==> src/rtl/pgsl_pkg.sv <==
package pgsl_pkg;
  localparam int FS_W = 3;
  localparam int FN_W = 2;

  typedef enum logic [1:0] {
    FREQ_100 = 2'd0,
    FREQ_133 = 2'd1,
    FREQ_166 = 2'd2,
    FREQ_200 = 2'd3
  } cpu_freq_e;

  typedef enum logic [2:0] {
    SQ_RUN    = 3'd0,
    SQ_PARK   = 3'd1,
    SQ_DOWN   = 3'd2,
    SQ_RELOCK = 3'd3,
    SQ_UNPARK = 3'd4
  } seq_state_e;
endpackage

==> src/rtl/strap_latch.sv <==
module strap_latch
  import pgsl_pkg::*;
#(
  parameter int PD_QUAL = 2
) (
  input  logic            clk,
  input  logic            rst_n,
  input  logic            pin_i,
  input  logic            test_mode_i,
  input  logic [FS_W-1:0] fs_i,
  input  logic [FN_W-1:0] fn_i,
  output logic            strap_done_o,
  output logic [FS_W-1:0] fs_o,
  output logic [FN_W-1:0] fn_o,
  output logic            pd_seen_o
);
  localparam int CNT_W = $clog2(PD_QUAL + 1);
  localparam logic [CNT_W-1:0] CNT_TOP = CNT_W'(PD_QUAL);

  logic            done_q, done_d;
  logic [FS_W-1:0] fs_q, fs_d;
  logic [FN_W-1:0] fn_q, fn_d;
  logic [CNT_W-1:0] cnt_q, cnt_d;
  logic            capture, armed;

  always_comb begin
    capture = ~pin_i & (~done_q | test_mode_i);
    armed   = done_q & ~test_mode_i;
    done_d  = done_q | capture;
    fs_d    = capture ? fs_i : fs_q;
    fn_d    = capture ? fn_i : fn_q;
    if (armed && pin_i)
      cnt_d = (cnt_q == CNT_TOP) ? cnt_q : cnt_q + 1'b1;
    else
      cnt_d = '0;
  end

  always_ff @(posedge clk or negedge rst_n) begin
    if (!rst_n) begin
      done_q <= 1'b0;
      fs_q   <= '0;
      fn_q   <= '0;
      cnt_q  <= '0;
    end else begin
      done_q <= done_d;
      fs_q   <= fs_d;
      fn_q   <= fn_d;
      cnt_q  <= cnt_d;
    end
  end

  assign strap_done_o = done_q;
  assign fs_o         = fs_q;
  assign fn_o         = fn_q;
  assign pd_seen_o    = (cnt_q == CNT_TOP);


  strap_sticky_chk: assert property (@(posedge clk) disable iff (!rst_n)
    done_q |=> done_q);

  strap_frozen_chk: assert property (@(posedge clk) disable iff (!rst_n)
    (done_q && !test_mode_i) |=> ($stable(fs_q) && $stable(fn_q)));

  pd_rise_chk: assert property (@(posedge clk) disable iff (!rst_n)
    $rose(pd_seen_o) |-> $past(pin_i));

  pd_drop_chk: assert property (@(posedge clk) disable iff (!rst_n)
    (pd_seen_o && !pin_i) |=> !pd_seen_o);

  pd_test_chk: assert property (@(posedge clk) disable iff (!rst_n)
    test_mode_i |=> !pd_seen_o);
endmodule

==> src/rtl/freq_decode.sv <==
module freq_decode
  import pgsl_pkg::*;
(
  input  logic [FS_W-1:0] fs_i,
  output cpu_freq_e       freq_o,
  output logic            legal_o
);
  always_comb begin
    legal_o = 1'b1;
    unique case (fs_i)
      3'b101:  freq_o = FREQ_100;
      3'b001:  freq_o = FREQ_133;
      3'b011:  freq_o = FREQ_166;
      3'b010:  freq_o = FREQ_200;
      default: begin
        freq_o  = FREQ_100;
        legal_o = 1'b0;
      end
    endcase
  end
endmodule

==> src/rtl/pd_sequencer.sv <==
module pd_sequencer
  import pgsl_pkg::*;
(
  input  logic clk,
  input  logic rst_n,
  input  logic pd_seen_i,
  input  logic se_lvl_i,
  input  logic dif_lvl_i,
  input  logic pll_lock_i,
  output logic se_hold_o,
  output logic dif_park_o,
  output logic pll_en_o
);
  seq_state_e st_q, st_d;
  logic hold_q, hold_d, park_q, park_d;
  logic se_prev_q, dif_prev_q;
  logic se_fall, dif_fall;

  assign se_fall  = se_prev_q & ~se_lvl_i;
  assign dif_fall = dif_prev_q & ~dif_lvl_i;

  always_comb begin
    st_d   = st_q;
    hold_d = hold_q;
    park_d = park_q;
    case (st_q)
      SQ_RUN: begin
        if (pd_seen_i) st_d = SQ_PARK;
      end
      SQ_PARK: begin
        hold_d = hold_q | se_fall;
        park_d = park_q | dif_fall;
        if (hold_d && park_d) st_d = SQ_DOWN;
      end
      SQ_DOWN: begin
        if (!pd_seen_i) st_d = SQ_RELOCK;
      end
      SQ_RELOCK: begin
        if (pll_lock_i) st_d = SQ_UNPARK;
      end
      SQ_UNPARK: begin
        if (!pll_lock_i) begin
          st_d = SQ_RELOCK;
        end else begin
          if (se_fall)  hold_d = 1'b0;
          if (dif_fall) park_d = 1'b0;
          if (!hold_d && !park_d) st_d = SQ_RUN;
        end
      end
      default: st_d = SQ_RUN;
    endcase
  end

  always_ff @(posedge clk or negedge rst_n) begin
    if (!rst_n) begin
      st_q       <= SQ_RUN;
      hold_q     <= 1'b0;
      park_q     <= 1'b0;
      se_prev_q  <= 1'b0;
      dif_prev_q <= 1'b0;
    end else begin
      st_q       <= st_d;
      hold_q     <= hold_d;
      park_q     <= park_d;
      se_prev_q  <= se_lvl_i;
      dif_prev_q <= dif_lvl_i;
    end
  end

  assign se_hold_o  = hold_q;
  assign dif_park_o = park_q;
  assign pll_en_o   = (st_q != SQ_DOWN);


  se_hold_edge_chk: assert property (@(posedge clk) disable iff (!rst_n)
    $rose(hold_q) |-> ($past(se_lvl_i, 2) && !$past(se_lvl_i)));

  dif_park_edge_chk: assert property (@(posedge clk) disable iff (!rst_n)
    $rose(park_q) |-> ($past(dif_lvl_i, 2) && !$past(dif_lvl_i)));

  pll_off_parked_chk: assert property (@(posedge clk) disable iff (!rst_n)
    !pll_en_o |-> (hold_q && park_q));

  se_release_chk: assert property (@(posedge clk) disable iff (!rst_n)
    $fell(hold_q) |-> ($past(pll_lock_i) && !$past(se_lvl_i)));

  dif_release_chk: assert property (@(posedge clk) disable iff (!rst_n)
    $fell(park_q) |-> ($past(pll_lock_i) && !$past(dif_lvl_i)));
endmodule

==> src/rtl/pwrgood_strap_seq.sv <==
module pwrgood_strap_seq
  import pgsl_pkg::*;
#(
  parameter int NUM_DIF = 3,
  parameter int PD_QUAL = 2
) (
  input  logic               clk,
  input  logic               rst_n,
  input  logic               pgpd_pin,
  input  logic               test_mode,
  input  logic [2:0]         fs_strap,
  input  logic [1:0]         fn_strap,
  input  logic               se_clk_lvl,
  input  logic               dif_c_lvl,
  input  logic               pll_lock,
  input  logic [NUM_DIF-1:0] dif_drive_mode,
  output logic               strap_done,
  output logic [2:0]         fs_status,
  output logic [1:0]         fn_status,
  output logic [1:0]         cpu_freq,
  output logic               freq_legal,
  output logic               pair_27m_sel,
  output logic               pair_cpu_sel,
  output logic               pd_active,
  output logic               se_hold,
  output logic [NUM_DIF-1:0] dif_t_oe,
  output logic [NUM_DIF-1:0] dif_c_oe,
  output logic [NUM_DIF-1:0] dif_t_high,
  output logic               pll_en
);
  logic [1:0] rst_sync_q;
  logic       core_rst_n;
  logic       pd_seen;
  logic       dif_park;
  cpu_freq_e  freq_code;

  always_ff @(posedge clk or negedge rst_n) begin
    if (!rst_n) rst_sync_q <= 2'b00;
    else        rst_sync_q <= {rst_sync_q[0], 1'b1};
  end
  assign core_rst_n = rst_sync_q[1];

  strap_latch #(.PD_QUAL(PD_QUAL)) u_straps (
    .clk          (clk),
    .rst_n        (core_rst_n),
    .pin_i        (pgpd_pin),
    .test_mode_i  (test_mode),
    .fs_i         (fs_strap),
    .fn_i         (fn_strap),
    .strap_done_o (strap_done),
    .fs_o         (fs_status),
    .fn_o         (fn_status),
    .pd_seen_o    (pd_seen)
  );

  freq_decode u_decode (
    .fs_i    (fs_status),
    .freq_o  (freq_code),
    .legal_o (freq_legal)
  );

  pd_sequencer u_seq (
    .clk        (clk),
    .rst_n      (core_rst_n),
    .pd_seen_i  (pd_seen),
    .se_lvl_i   (se_clk_lvl),
    .dif_lvl_i  (dif_c_lvl),
    .pll_lock_i (pll_lock),
    .se_hold_o  (se_hold),
    .dif_park_o (dif_park),
    .pll_en_o   (pll_en)
  );

  assign cpu_freq     = freq_code;
  assign pair_27m_sel = fn_status[0];
  assign pair_cpu_sel = fn_status[1];
  assign pd_active    = pd_seen;

  for (genvar i = 0; i < NUM_DIF; i++) begin : g_lane
    assign dif_t_oe[i]   = ~dif_park | ~dif_drive_mode[i];
    assign dif_c_oe[i]   = ~dif_park;
    assign dif_t_high[i] = dif_park & ~dif_drive_mode[i];
  end
endmodule

==> config.mk <==
export PLATFORM = sky130hd
export DESIGN_NAME = pwrgood_strap_seq
export DESIGN_NICKNAME = d
export VERILOG_FILES = /design/src/rtl/pgsl_pkg.sv /design/src/rtl/strap_latch.sv /design/src/rtl/freq_decode.sv /design/src/rtl/pd_sequencer.sv /design/src/rtl/pwrgood_strap_seq.sv
export SDC_FILE = /design/constraint.sdc
export NUM_CORES = 1
export LEC_CHECK = 0
export CAP_MARGIN = 20
export CORE_UTILIZATION = 40
export CTS_CLUSTER_SIZE = 24
export DETAILED_ROUTE_END_ITERATION = 10
export PLACE_DENSITY = 0.76
export SLEW_MARGIN = 40
export SYNTH_ARGS = -nofsm -noshare
export SYNTH_HDL_FRONTEND = slang
export SYNTH_SLANG_ARGS = --single-unit
==> constraint.sdc <==
create_clock -name clk -period 1 [get_ports clk]
set_clock_uncertainty 0.1 [all_clocks]
set_input_delay 0.1 -clock clk [delete_from_list [all_inputs] [get_ports clk]]
set_output_delay 0.1 -clock clk [all_outputs]
set_load 0.01 [all_outputs]
==> flow_metrics.env, run 1 <==
export IMPL_crit_type="reg2reg"
export IMPL_cts_made_buffers=3
export IMPL_grt_max_degree=16
export IMPL_antennaDiodeCount=0
export IMPL_rsz0062_at_grt="yes"
export IMPL_yosysWarnings=0
export IMPL_dr_first_iter_drc_count=11
export IMPL_io_pins=38
export IMPL_crit_path_top_delay_cell="dfrtp_1"
export IMPL_arrival_ns=1.50
export IMPL_core_area_sq_um=1940
export IMPL_period_share=1.43
export IMPL_seq_area_frac_synth=0.518
export IMPL_ir_drop_v=0.00145
export IMPL_gp_congestion=0.815
export IMPL_crit_path_start_kind="flop"
export IMPL_use_met1=0.272
export IMPL_finalWorstSetupSlack_ns=-0.427
export IMPL_final_min_clock_period_ns=1.43
export IMPL_setup_viol=35
export IMPL_hold_ws_ns=0.0830
export IMPL_htree_levels=1
export IMPL_grtUsageMet3=0.0654
export IMPL_p_total_mw=3.80
export IMPL_max_cap_viol_count=0
export IMPL_leakage_nw=0.778
export IMPL_grt_usage=0.233
export IMPL_clockRootBuffer="clkbuf_4"
export IMPL_postSynthNetCount=100
export IMPL_max_freq_mhz=701
export IMPL_final_cells=178
export IMPL_slowest_delay_ns=0.44
export IMPL_die_h_microns=47.3
export IMPL_wl_per_cell_microns=14.9
export IMPL_path_clk_slew_ns=0.09
export IMPL_synthCells=84
export IMPL_syn_to_final_growth_pct=99.8
export IMPL_hold_violations=0
export IMPL_synth_area_top_cells="dfrtp_1, mux2_1, nor2_1"
export IMPL_required_ns=1.07
export IMPL_dr_pass1_iters=7
export IMPL_start_util=0.423
export IMPL_grt_pass1_wl_microns=3490
export IMPL_hold_class="reg2async"
export IMPL_netlist_area_leader_share=0.518
export IMPL_drc=0
export IMPL_clock_latency_ns=0.28
export IMPL_status="finished, violations left"
export IMPL_cts_tree="built"
export IMPL_cpMostUsedCell="buf_6"
export IMPL_dieWidth_microns=47.3
export IMPL_fin_util=0.846
export IMPL_fill_cells=110
export IMPL_global_route_usage_met2=0.405
export IMPL_critPathTopFamily="flip-flops"
export IMPL_antenna_found_initial=0
export IMPL_place_hpwl_microns=1510
export IMPL_avgSynthCellArea_sq_um=9.79
export IMPL_power_density_nw_per_um2=2320
export IMPL_cp_end_kind="flop"
export IMPL_viasPerCell=4.82
export IMPL_syn_area_sq_um=822
export IMPL_ys_ff_latch=17
export IMPL_synth_cell_type_count=25
export IMPL_grt_overflow=0
export IMPL_report_final_slew_viol_count=0
export IMPL_violations="setup timing"
export IMPL_grt_busiest_layer="met2"
export IMPL_ant_nets=0
export IMPL_grt_pass1_vias=789
export IMPL_path_max_fanout=3
export IMPL_clockBufferDepth=2
export IMPL_crit_chain="buf_6, buf_6, buf_6, a22o_1, a32oi_1, nor2b_1"
export IMPL_crit_buf_inv=3
export IMPL_std_cell_rows=16
export IMPL_dp_cells=158
export IMPL_nNetsFinal=168
export IMPL_dr_total_vias=858
export IMPL_dieArea_sq_um=2240
export IMPL_cts_sinks=17
export IMPL_setup_tns_ns=-7.16
export IMPL_drive_above_1_share=0.576
export IMPL_yosys_area_top_type="dfrtp_1"
export IMPL_wirelength_microns=2660
export IMPL_portBuffers=37
## cell usage after synthesis
master,count
mux2_1,4
a31oi_1,2
nand3b_1,1
o21ai_0,3
a22o_1,1
nor2_2,1
o22ai_1,2
buf_2,1
clkbuf_1,1
a21o_1,1
inv_1,5
conb_1,1
buf_4,4
dfrtp_1,17
nand2b_1,4
inv_2,1
nor2_1,11
nand2_1,7
xnor2_1,2
nor2b_1,5
a21oi_1,6
ha_1,1
a221oi_2,1
a32oi_1,1
xor2_1,1
## power by group
| part | internal, mW | switching [mW] | total [mW] | leakage, nW |
|---|---|---|---|---|
| clock network | 0.155 | 0.196 | 0.351 | 0.0150 |
| registers | 0.829 | 0.128 | 0.957 | 0.201 |
| logic | 1.42 | 1.07 | 2.50 | 0.562 |
## layout by cell type, fill, tap and decap left out, drive strengths merged
cell type      count
buf               54
dfrtp             17
clkdlybuf4s50     14
nor2              12
nand2              7
a21oi              6
inv                6
nor2b              5
nand2b             4
mux2               4
clkbuf             4
o21ai              3
xnor2              2
o22ai              2
a31oi              2
a21o               1
a221oi             1
nand3b             1
a22o               1
a32oi              1
xor2               1
ha                 1
dlygate4sd3        1
conb               1
## path summary, 6_finish.rpt
path | from | to | slack [ns] | cells after the start
worst max-delay path | flop | u_seq.st_q[2] | -0.43 | 6
min in group clk | se_clk_lvl | u_seq.se_prev_q | 0.24 | 1
worst min-delay path | rst_sync_q[1] | u_straps.cnt_q[0] | 0.08 | 1
worst max register to register | flop | u_seq.st_q[2] | -0.43 | 6
worst min register to register | rst_sync_q[1] | u_straps.cnt_q[0] | 0.08 | 1
max in group asynchronous | rst_n | rst_sync_q[0] | 0.24 | 2
## metrics by stage
step                cell area, sq um  setup slack, ns
finish                          1640           -0.427
global route                    1640           -0.496
CTS                             1530           -0.371
detailed placement              1360           -0.476
global placement                1360           -0.426
floorplan                        880           -0.256
## routing by layer
layer	wire, microns	vias to the layer above
li1	-	408
met1	989	407
met3	151	2
met5	0	-
met2	1500	41
met4	21	0
## logic make-up (layout without fill, tap and decap cells)
| kind of cell | after synthesis | in the layout | share of synthesized area |
|---|---|---|---|
| muxes | 4 | 4 | 0.0548 |
| and+or+nand+nor | 29 | 29 | 0.167 |
| AOI/OAI and AO/OA | 17 | 17 | 0.134 |
| buffers and inverters | 12 | 79 | 0.0746 |
| DFF | 17 | 17 | 0.518 |
| other | 1 | 1 | 0.00456 |
| xor gates and xnor gates | 3 | 3 | 0.0320 |
| adders and majority gates | 1 | 1 | 0.0152 |
## worst reg2reg max path: stages, from the launching register on
cell and delay [ns]:
dfrtp_1 0.44, buf_6 0.15, buf_6 0.11, buf_6 0.11
a22o_1 0.18, a32oi_1 0.17, nor2b_1 0.07
## area by class of cell
| class | instances | area, sq um | share of cell area |
|---|---|---|---|
| Timing Repair Buffer | 69 | 634 | 0.386 |
| Multi-Input combinational cell | 55 | 497 | 0.302 |
| Sequential cell | 17 | 427 | 0.260 |
| Tap cell | 27 | 33.8 | 0.0206 |
| Clock buffer | 4 | 26.3 | 0.0160 |
| Inverter | 6 | 25.0 | 0.0152 |
## repair_timing
| item | 4_1_cts | 5_1_grt |
|---|---|---|
| setup buffers | 16 | 3 |
| setup endpoints to repair | 35 | 35 |
| pin swaps | 16 | 7 |
| resized for setup | 124 | 25 |
| hold buffers | 1 | 0 |
| endpoints found under the hold margin | 2 | 0 |
No activity file was read; power rests on OpenSTA's default activity.
==> inputs of run 2 (changes only) <==
Settings changed: SKIP_LAST_GASP set to 1.
==> flow_metrics.env, run 2 (same netlist as run 1, synthesis figures left out) <==
export IMPL_dr_pass1_iters=4
export IMPL_antenna_found_initial=0
export IMPL_slowest_delay_ns=0.43
export IMPL_start_util=0.423
export IMPL_std_cell_rows=16
export IMPL_report_final_slew_viol_count=0
export IMPL_grt_overflow=0
export IMPL_crit_chain="buf_6, xnor2_2, nor2_1, buf_2"
export IMPL_max_freq_mhz=679
export IMPL_portBuffers=37
export IMPL_violations="setup timing"
export IMPL_crit_type="reg2out"
export IMPL_core_area_sq_um=1940
export IMPL_gp_congestion=0.815
export IMPL_crit_path_top_delay_cell="dfrtp_1"
export IMPL_period_share=1.47
export IMPL_ant_nets=0
export IMPL_leakage_nw=0.787
export IMPL_io_pins=38
export IMPL_final_cells=180
export IMPL_rsz0062_at_grt="yes"
export IMPL_cp_end_kind="output pin"
export IMPL_preCtsSetupSlack_ns=-0.476
export IMPL_grt_pass1_vias=796
export IMPL_cts_sinks=17
export IMPL_clock_latency_ns=0.29
export IMPL_cts_made_buffers=3
export IMPL_required_ns=0.80
export IMPL_clockRootBuffer="clkbuf_4"
export IMPL_htree_levels=1
export IMPL_dieWidth_microns=47.3
export IMPL_hold_class="reg2async"
export IMPL_wirelength_microns=2620
export IMPL_grt_usage=0.233
export IMPL_status="finished, violations left"
export IMPL_grt_pass1_wl_microns=3490
export IMPL_viasPerCell=4.86
export IMPL_path_clk_slew_ns=0.10
export IMPL_hold_ws_ns=0.0717
export IMPL_dp_cells=158
export IMPL_dieArea_sq_um=2240
export IMPL_wl_per_cell_microns=14.6
export IMPL_power_density_nw_per_um2=2300
export IMPL_fin_util=0.849
export IMPL_fill_cells=117
export IMPL_final_min_clock_period_ns=1.47
export IMPL_syn_to_final_growth_pct=101
export IMPL_die_h_microns=47.3
export IMPL_arrival_ns=1.27
export IMPL_max_cap_viol_count=0
export IMPL_startpoint="u_straps.fs_o[1]"
export IMPL_critPathTopFamily="flip-flops"
export IMPL_drive_above_1_share=0.582
export IMPL_nNetsFinal=170
export IMPL_cts_tree="built"
export IMPL_hold_violations=0
export IMPL_final_common_cell="buf_6"
export IMPL_setup_viol=35
export IMPL_crit_path_start_kind="flop"
export IMPL_drc=0
export IMPL_clockBufferDepth=2
export IMPL_dr_first_iter_drc_count=12
export IMPL_grt_max_degree=16
export IMPL_layout_common_cells="buf_6, dfrtp_1, buf_4"
export IMPL_crit_buf_inv=2
export IMPL_dr_total_vias=874
export IMPL_antennaDiodeCount=0
export IMPL_setup_tns_ns=-7.83
export IMPL_ir_drop_v=0.00127
export IMPL_finalWorstSetupSlack_ns=-0.472
export IMPL_place_hpwl_microns=1510
export IMPL_path_max_fanout=3
## run 2: path summary, 6_finish.rpt
path                              endpoint  slack [ns]  cells past startpoint
max                            cpu_freq[0]       -0.47                      4
min in group clk           u_seq.se_prev_q        0.21                      1
max in group asynchronous    rst_sync_q[0]        0.25                      2
min reg2reg                      async pin        0.07                      1
min                              async pin        0.07                      1
max reg2reg                  u_seq.st_q[2]       -0.43                      6
## run 2: repair_timing
action                                 4_1_cts  5_1_grt
hold buffers                                 1        0
endpoints found under the hold margin        2        0
buffers inserted                            16        4
resized for setup                          120       27
setup endpoints to repair                   35       35
pin swaps                                   15        8
cloned                                       0        0
## run 2: per-layer routing
metal  wire (microns)  part of all wire  vias to the layer above  GRT usage
li1                 -                 -                      412          -
met1              947              0.36                      419      0.275
met2             1500              0.57                       41      0.403
met3              153             0.058                        2     0.0654
met4               16            0.0061                        0     0.0857
met5                0                 0                        -          0
## run 2: layout make-up
type	instances	area, sq um	share of cell area
clock buffers	4	26.3	0.0159
inverters	6	27.5	0.0167
multi-input cells	55	492	0.298
flip-flops and latches	17	427	0.259
well taps	27	33.8	0.0205
repair buffers	71	643	0.390
## run 2: where the power goes
part | internal (mW) | switching, mW
registers | 0.829 | 0.125
clock network | 0.155 | 0.207
logic | 1.43 | 1.05
total | 2.41 | 1.38
## run 2: per-stage QoR
| stage | total power [mW] | instance area [sq um] |
|---|---|---|
| after floorplan | 1.82 | 880 |
| after global placement | 2.53 | 1360 |
| after detailed placement | 2.59 | 1360 |
| after CTS | 3.32 | 1510 |
| after global routing | 4.04 | 1650 |
| final | 3.79 | 1650 |
==> inputs of run 3 (changes only) <==
Settings changed: SLEW_MARGIN 40 to not set.
==> results of run 3 <==
Final layout, timing and power as in run 2 (identical DEF).
